## src/rtl/spi_irq_pkg.sv

```systemverilog
package spi_irq_pkg;
  localparam int NFLAG        = 10;
  localparam int NSTICKY      = 6;
  localparam int FIRST_STICKY = 4;
  localparam int CFG_W        = 15;

  localparam int FL_RXREQ = 0;
  localparam int FL_TXREQ = 1;
  localparam int FL_SHEMP = 2;
  localparam int FL_SEL   = 3;

  typedef struct packed {
    logic                 dma_en;
    logic [1:0]           tx_code;
    logic [1:0]           rx_code;
    logic [NFLAG-1:0]     en;
  } cfg_t;

  // threshold code -> number of entries/slots required
  function automatic int thr_count(input logic [1:0] code, input int depth);
    case (code)
      2'd0:    return 1;
      2'd1:    return 2;
      2'd2:    return 4;
      default: return depth;
    endcase
  endfunction

  // free slots of a FIFO, saturating at zero for out-of-range levels
  function automatic int free_slots(input int level, input int depth);
    return (level >= depth) ? 0 : depth - level;
  endfunction
endpackage

```

## src/rtl/spi_irq_level_cmp.sv

```systemverilog
module spi_irq_level_cmp
  import spi_irq_pkg::*;
#(
  parameter int DEPTH      = 8,
  parameter int CNT_W      = 4,
  parameter bit COUNT_FREE = 1'b0
) (
  input  logic [CNT_W-1:0] level,
  input  logic [1:0]       code,
  output logic             req
);
  int measure;
  int need;

  generate
    if (COUNT_FREE) begin : g_free
      always_comb measure = free_slots(int'(level), DEPTH);
    end else begin : g_fill
      always_comb measure = int'(level);
    end
  endgenerate

  always_comb begin
    need = thr_count(code, DEPTH);
    req  = (measure >= need);
  end
endmodule

```

## src/rtl/spi_irq_sticky_bank.sv

```systemverilog
module spi_irq_sticky_bank #(
  parameter int N = 6
) (
  input  logic         clk,
  input  logic         rst_n,
  input  logic [N-1:0] set_ev,
  input  logic         wr_en,
  input  logic [N-1:0] wr_val,
  output logic [N-1:0] q
);
  generate
    for (genvar i = 0; i < N; i++) begin : g_bit
      always_ff @(posedge clk or negedge rst_n) begin
        if (!rst_n)         q[i] <= 1'b0;
        else if (set_ev[i]) q[i] <= 1'b1;      // hardware event has priority
        else if (wr_en)     q[i] <= wr_val[i]; // 0 clears, 1 forces
      end
    end
  endgenerate
endmodule

```

## src/rtl/spi_irq_combine.sv

```systemverilog
module spi_irq_combine #(
  parameter int N = 10
) (
  input  logic         clk,
  input  logic         rst_n,
  input  logic [N-1:0] flags,
  input  logic [N-1:0] en,
  output logic         irq_raw,
  output logic         irq
);
  always_comb irq_raw = |(flags & en);

  always_ff @(posedge clk or negedge rst_n) begin
    if (!rst_n) irq <= 1'b0;
    else        irq <= irq_raw;
  end
endmodule

```

## src/rtl/spi_irq_flag_ctrl.sv

```systemverilog
module spi_irq_flag_ctrl
  import spi_irq_pkg::*;
#(
  parameter  int DEPTH = 8,
  localparam int CNT_W = $clog2(DEPTH + 1)
) (
  input  logic                 clk,
  input  logic                 rst_n,
  input  logic [CNT_W-1:0]     rx_level,
  input  logic [CNT_W-1:0]     tx_level,
  input  logic [NSTICKY-1:0]   hw_evt,
  input  logic                 shift_empty,
  input  logic                 sel_active,
  input  logic                 cfg_we,
  input  logic [CFG_W-1:0]     cfg_wdata,
  input  logic                 flag_we,
  input  logic [NFLAG-1:0]     flag_wdata,
  output logic [NFLAG-1:0]     flags,
  output logic                 irq,
  output logic                 dma_rx_req,
  output logic                 dma_tx_req
);
  cfg_t                cfg_q;
  logic                rx_req;
  logic                tx_req;
  logic [NSTICKY-1:0]  sticky_q;
  logic [NFLAG-1:0]    en_q;
  logic                dma_en_q;
  logic                irq_raw;

  always_ff @(posedge clk or negedge rst_n) begin
    if (!rst_n)      cfg_q <= '0;
    else if (cfg_we) cfg_q <= cfg_t'(cfg_wdata);
  end

  assign en_q     = cfg_q.en;
  assign dma_en_q = cfg_q.dma_en;

  spi_irq_level_cmp #(.DEPTH(DEPTH), .CNT_W(CNT_W), .COUNT_FREE(1'b0)) u_rx_cmp (
    .level (rx_level),
    .code  (cfg_q.rx_code),
    .req   (rx_req)
  );

  spi_irq_level_cmp #(.DEPTH(DEPTH), .CNT_W(CNT_W), .COUNT_FREE(1'b1)) u_tx_cmp (
    .level (tx_level),
    .code  (cfg_q.tx_code),
    .req   (tx_req)
  );

  spi_irq_sticky_bank #(.N(NSTICKY)) u_sticky (
    .clk    (clk),
    .rst_n  (rst_n),
    .set_ev (hw_evt),
    .wr_en  (flag_we),
    .wr_val (flag_wdata[NFLAG-1:FIRST_STICKY]),
    .q      (sticky_q)
  );

  always_comb begin
    flags           = '0;
    flags[FL_RXREQ] = rx_req;
    flags[FL_TXREQ] = tx_req;
    flags[FL_SHEMP] = shift_empty;
    flags[FL_SEL]   = sel_active;
    flags[NFLAG-1:FIRST_STICKY] = sticky_q;
  end

  spi_irq_combine #(.N(NFLAG)) u_comb (
    .clk     (clk),
    .rst_n   (rst_n),
    .flags   (flags),
    .en      (en_q),
    .irq_raw (irq_raw),
    .irq     (irq)
  );

  assign dma_rx_req = dma_en_q & rx_req;
  assign dma_tx_req = dma_en_q & tx_req;
endmodule

```

## config.mk

```make
export PLATFORM = sky130hd
export DESIGN_NAME = spi_irq_flag_ctrl
export DESIGN_NICKNAME = d
export VERILOG_FILES = /design/src/rtl/spi_irq_pkg.sv /design/src/rtl/spi_irq_level_cmp.sv /design/src/rtl/spi_irq_sticky_bank.sv /design/src/rtl/spi_irq_combine.sv /design/src/rtl/spi_irq_flag_ctrl.sv
export SDC_FILE = /design/constraint.sdc
export NUM_CORES = 1
export LEC_CHECK = 0
export ABC_CLOCK_PERIOD_IN_PS = 4510
export BUFFER_PORTS_ARGS = -buffer_cell sky130_fd_sc_hd__buf_2
export CAP_MARGIN = 20
export CORE_MARGIN = 2
export CORE_UTILIZATION = 49
export CTS_BUF_LIST = sky130_fd_sc_hd__clkbuf_4 sky130_fd_sc_hd__clkbuf_8 sky130_fd_sc_hd__clkbuf_16
export CTS_CLUSTER_DIAMETER = 50
export DETAILED_ROUTE_END_ITERATION = 7
export PLACE_DENSITY = 0.91
export REMOVE_ABC_BUFFERS = 1
export SLEW_MARGIN = 10
export SYNTH_ARGS = -nofsm -noshare
export SYNTH_HDL_FRONTEND = slang
export SYNTH_SLANG_ARGS = --single-unit
```

## constraint.sdc

```tcl
create_clock -name clk -period 4.51 [get_ports clk]
set_input_delay 0.2255 -clock clk [delete_from_list [all_inputs] [get_ports clk]]
set_output_delay 0.2255 -clock clk [all_outputs]
set_load 0.02 [all_outputs]
```

After elaboration in Yosys (flattened, before gate mapping)

Cells that the tools add are included.

Register bits after elaboration: 22
Input port bits: 45
Output and inout port bits: 13
Word-level logic and storage cells: 46

Add/subtract/negate cells: 1
$lt $le $gt $ge: 3
Equal/unequal tests: 4
Multiplexer cells: 15
Bitwise operators: 3
Reductions and logical operators: 9

Operators with widths:

| cell                                             | number |
|---|---|
| >= comparator 32 x 5 -> 1 bit                    | 1 |
| two-way mux 32 bit                               | 1 |
| one-hot mux 4 bit (3 select lines)               | 2 |
| two-way mux 1 bit                                | 12 |
| nonzero test 2 bit                               | 6 |
| AND 10 bit                                       | 1 |
| OR reduction 10 bit                              | 1 |
| subtractor 4 x 4 -> 5 bit (first input constant) | 1 |
| == test 2 x 1 -> 1 bit (second input constant)   | 2 |
| == test 2 bit (second input constant)            | 2 |
| >= comparator 4 bit                              | 1 |
| >= comparator 4 bit (second input constant)      | 1 |
| logical NOT 2 bit                                | 2 |
| AND 1 bit                                        | 2 |

Depth between registers and ports, before layout

Depth after elaboration: 5
Depth in mapped cells: 10
Mapped depth without buffers: 10

Hierarchy

From an unflattened synthesis, not the netlist that was laid out.

Cell total of the unflattened synthesis: 104
Area total of the unflattened synthesis: 1,298.7 µm²

Modules (own cells, without submodules):

| module                        | instances | cells an instance | area an instance (µm²) | sequential area each (µm²) |
|---|---|---|---|---|
| spi_irq_flag_ctrl             | 1         | 38                | 655.6                  | 375.4 |
| spi_irq_sticky_bank           | 1         | 19                | 265.3                  | 150.1 |
| spi_irq_level_cmp at u_tx_cmp | 1         | 26                | 171.4                  | 0.0 |
| spi_irq_level_cmp at u_rx_cmp | 1         | 14                | 128.9                  | 0.0 |
| spi_irq_combine               | 1         | 7                 | 77.6                   | 25.0 |

Worst setup path after synthesis

No wires, ideal clock.

Kind: input-to-output
Start: in tx_level[0]
End: out dma_tx_req
Data arrival time: 1.699 ns
Required time: 4.285 ns
Path slack: 2.586 ns
Cell stages on the path: 9
Buffers on the path: 0
Cells stage by stage: inv_1 ha_1 nor4_2 o21a_1 ha_1 o21ai_0 nor2_1 o31a_2 and2_2

Longest elaborated chain between the ends: 4
Elaborated cells between the ends (all ways): 5
Those cells by class: add/sub (1); order compare (2); mux (1); bitwise (1)

RTL lines:

| element                                                                 | RTL line                | text |
|---|---|---|
| from (decl)                                                             | spi_irq_flag_ctrl.sv:10 | `input logic [CNT_W-1:0] tx_level,` |
| subtractor 4 x 4 -> 5 bit / >= comparator 4 bit (equally long branches) | spi_irq_pkg.sv:31       | `return (level >= depth) ? 0 : depth - level;` |
| two-way mux 32 bit (*)                                                  | spi_irq_pkg.sv:31       |  |
| >= comparator 32 x 5 -> 1 bit (*)                                       | spi_irq_level_cmp.sv:25 | `req = (measure >= need);` |
| named net tx_req                                                        | spi_irq_flag_ctrl.sv:25 | `logic tx_req;` |
| AND 1 bit (*)                                                           | spi_irq_flag_ctrl.sv:79 | `assign dma_tx_req = dma_en_q & tx_req;` |
| to (decl)                                                               | spi_irq_flag_ctrl.sv:21 | `output logic dma_tx_req` |

The timed path passes the listed nets; every way through them passes the cells marked *.

Worst setup path after layout

Start: reg cfg_q[11] (netlist bit)
End: out dma_rx_req

Longest elaborated chain between the ends: 4
Elaborated cells between the ends (all ways): 6
Those cells by class: order compare (1); eq/ne (2); mux (1); bitwise (1); reduce/logical (1)

RTL lines:

| element                                | RTL line                | text |
|---|---|---|
| from (decl)                            | spi_irq_flag_ctrl.sv:23 | `cfg_t cfg_q;` |
| from (signal assigned)                 | spi_irq_flag_ctrl.sv:33 | `else if (cfg_we) cfg_q <= cfg_t'(cfg_wdata);` |
| == test 2 bit (tied with other cells)  | spi_irq_pkg.sv:21       | `case (code)` |
| one-hot mux 4 bit (3 select lines) (*) | spi_irq_pkg.sv:21       |  |
| >= comparator 4 bit (*)                | spi_irq_level_cmp.sv:25 |  |
| AND 1 bit (*)                          | spi_irq_flag_ctrl.sv:78 | `assign dma_rx_req = dma_en_q & rx_req;` |
| to (decl)                              | spi_irq_flag_ctrl.sv:20 | `output logic dma_rx_req,` |

Every way passes the cells marked *; elsewhere a longest branch is shown, timed or not.

==> PnR_summary.wiki <==
{| class="wikitable"
! Metric !! Value
|-
| Run status || finished, final reports clean
|-
| Leakage power summed over all cells || 0.7290 nW
|-
| DRC violations left || 0
|-
| Final Cycle Share || 52.49%
|-
| Crit path launch type || flip-flop
|-
| Antenna diode instance count || 0
|-
| Clock H-tree levels || 1
|-
| Minimum period implied by the final worst setup slack || 2.367 ns
|-
| Area of the placeable core || 2255 um2
|-
| Number of placement rows || 17
|-
| Count of max-cap constraint violations || 0
|-
| Peak ir drop on the vdd network || 0.2501 mV
|-
| Core Util, Final || 66.76%
|-
| Number of warnings issued by yosys || 0
|-
| Critical path arrival || 2.14 ns
|-
| All-Layer GR Usage || 19.40%
|-
| Die X-Extent || 53.51 um
|-
| Critical path endpoint category || primary output
|-
| Remaining Overflow, GRT || 0
|-
| Total area of sequential cells || 550.5 um2
|-
| Gp weighted congestion || 0.7094
|-
| Starting utilization of the core area || ~53%
|-
| Max Slew Vio Count || 0
|-
| Startpoint of the most critical register-to-register path || cfg_q[11]
|-
| Worst-case headroom to the max-slew limit || about two thirds
|-
| Final setup skew || 0.007498 ns
|-
| Clock network fraction of design power || a little under a quarter
|-
| Vertical die dimension || approximately 54 um
|-
| Antenna violations before repair || 0
|-
| Worst-margin pin slew || 0.4746 ns
|-
| Post-place setup slack || 2.159 ns
|-
| Highest achievable clock rate || 0.4224 GHz
|-
| Post-synthesis cell count || around 110
|-
| Fillers || about 190
|-
| Setup ws final || around 2.1 ns
|-
| Classification of the worst setup path || flip-flop to primary output
|-
| # IOs || 58
|-
| Die Outline Area || ~2900 um2
|-
| Cells on Worst Hold Path || 2
|-
| Total internal power || about 0.32 mW
|-
| Worst-case reg-to-reg path depth || 6
|-
| Startpoint of the tightest hold check path || hw_evt[3]
|-
| Cell area after synthesis || 1201 um2
|-
| Worst skew pair latency || 0.31 ns
|-
| Drt wl/cell || 13.13 um
|-
| Layout area overhead || 25.31%
|-
| Overall routed net length || 2.416 mm
|-
| Number of synthesized register bits || 22
|-
| Layout cell share with drive strength beyond 1 || 48.72%
|-
| Avg Inst Size Synth || 11.44 um2
|-
| Global-route wire length before repair || 3.939 mm
|-
| Class of the tightest hold or removal check || primary input to flip-flop
|-
| Vias in the first global route || between 1000 and 1500
|-
| HPWL reported at the end of detailed placement || 1.998 mm
|-
| Num CTS Buffers || 3
|-
| WP data required || 4.28 ns
|-
| Routed Antenna Nets || 0
|-
| Number of detailed-route iterations in the first pass || 4
|-
| Count of buffers from port buffering || 53
|-
| Min Hold Slack || a little over 0.09 ns
|-
| Number of buffers on the longest clock path || 2
|-
| Number of nets in the layout || between 200 and 250
|-
| Vias || ~1000
|-
| Final Non-Filler Cells || 184
|-
| Fraction of the yosys area taken by sequential cells || 45.83%
|-
| Largest net degree at the start of global routing || 23
|-
| Portion of total power attributed to combinational logic || 25.9%
|-
| TritonCTS Sinks || 22
|-
| Area taken by multi-input logic gates || 593.1 um2
|-
| Number of distinct library cell variants in the gate-level netlist after synthesis || 26
|-
| Number of cells after detailed placement || 179
|-
| TritonCTS clock tree || yes
|-
| Clock transition at the registers of the reported paths || 0.12 ns
|-
| Finish-stage setup viols || 0
|-
| Total placed instance area || 1459 um2
|-
| Critical Path Start || cfg_q[11]
|-
| Switching component of the power || 0.1291 mW
|-
| Share of power burned in registers || 50.3%
|-
| Clock root buffer || sky130_fd_sc_hd__clkbuf_4
|-
| Areal power density over the cells || 299.2 nW/um2
|-
| Layout Cell Area excl Fill || 1505 um2
|-
| Maximum fanout count along the critical path || 5
|-
| Routed vias/inst || roughly 5.4
|-
| Final hold violation count || 0
|-
| Setup repair after global routing missed its margin || no
|-
| Drt first-iter violations || 5
|-
| Switching Fraction || 28.67%
|-
| Setup Total Neg Slack || 0 ns
|-
| Post-layout power || 0.4504 mW
|}
## cell families after synthesis
| kind of cell | after synthesis | synth area share [%] |
|---|---|---|
| and+or+nand+nor | 30 | 13.86 |
| DFF | 22 | 45.83 |
| AOI/OAI and AO/OA | 18 | 12.08 |
| muxes | 15 | 14.06 |
| buffers and inverters | 11 | 4.791 |
| adders and majority gates | 9 | 9.375 |
## layout make-up
| cell class | count | area share [%] |
|---|---|---|
| clock buffer | 4 | 2.411 |
| inverter | 4 | 0.9975 |
| timing repair buffer | 54 | 18.29 |
| sequential | 22 | 36.58 |
| multi-input combinational | 72 | 39.40 |
| tap | 28 | 2.328 |
## power by group through the flow
stage          sequential [mW]  combinational [mW]  clock [mW]
2_1_floorplan            0.232              0.0628           0
3_3_place_gp             0.229               0.110           0
3_5_place_dp             0.231               0.117           0
4_1_cts                  0.227               0.118       0.110
5_1_grt                  0.230               0.130       0.117
6_report                 0.227               0.117       0.107
## what timing repair did
action / 4_1_cts / 5_1_grt
hold endpoints to repair: 22 / 0
gates resized for setup: 0 / 0
hold buffers: 1 / 0
setup buffers: 0 / 0
## cell usage after synthesis (all sizes together)
master,n,share of area (%)
a221o,1,0.83
nand2,5,1.6
inv,4,1.2
nor3b,1,0.63
nand2b,5,2.6
a211o,6,4.4
o31a,1,0.83
buf,5,2.9
o21a,1,0.63
nor2,6,1.9
dfrtp,22,46
clkbuf,2,0.63
nand4,1,0.52
and2,2,1.1
ha,9,9.4
o21ai,3,1.2
a22oi,4,2.5
nor4,2,1.6
nor3,2,0.83
mux2,15,14
nor2b,6,3.1
a2111oi,1,1.2
a21oi,1,0.42
## registers in the layout (all words and copies together) (netlist names)
signal / count
u_sticky.q: 6
u_comb.irq: 1
dma_en_q: 1
cfg_q: 4
en_q: 10
## per-layer routing
metal  global-route usage [%]  wire, um
met1                    20.26       949
met2                    36.01      1276
met3                    2.825       145
met4                    11.97        45
met5                        0         0
## final timing paths
| kind | to | slack, ns |
|---|---|---|
| max | dma_rx_req | 2.14 |
| max reg2reg | u_comb.irq | 2.60 |
| max in group asynchronous | cfg_q[13] | 3.78 |
| min in group asynchronous | en_q[5] | 0.40 |
| min | u_sticky.q[3] | 0.09 |
| min reg2reg | u_comb.irq | 0.52 |
## worst max-delay path: stages (launching register included)
cell and delay (ns):
sky130_fd_sc_hd__dfrtp_1 0.44, sky130_fd_sc_hd__nor2_1 0.13, sky130_fd_sc_hd__ha_1 0.23, sky130_fd_sc_hd__nand2b_1 0.16
sky130_fd_sc_hd__a2111oi_2 0.39, sky130_fd_sc_hd__nor3_1 0.15, sky130_fd_sc_hd__and2_1 0.18, sky130_fd_sc_hd__buf_2 0.15
## placed cells by master (no fill, tap or decap), types with 2 or more instances in the layout
| master | n |
|---|---|
| sky130_fd_sc_hd__a211o_1 | 6 |
| sky130_fd_sc_hd__a22oi_1 | 4 |
| sky130_fd_sc_hd__buf_2 | 53 |
| sky130_fd_sc_hd__clkbuf_4 | 3 |
| sky130_fd_sc_hd__dfrtp_1 | 22 |
| sky130_fd_sc_hd__ha_1 | 9 |
| sky130_fd_sc_hd__inv_1 | 4 |
| sky130_fd_sc_hd__mux2_2 | 15 |
| sky130_fd_sc_hd__nand2_1 | 5 |
| sky130_fd_sc_hd__nand2b_1 | 5 |
| sky130_fd_sc_hd__nor2_1 | 6 |
| sky130_fd_sc_hd__nor2b_1 | 6 |
| sky130_fd_sc_hd__nor3_1 | 2 |
| sky130_fd_sc_hd__o21ai_0 | 3 |
Power figures use the tool's default switching activity.
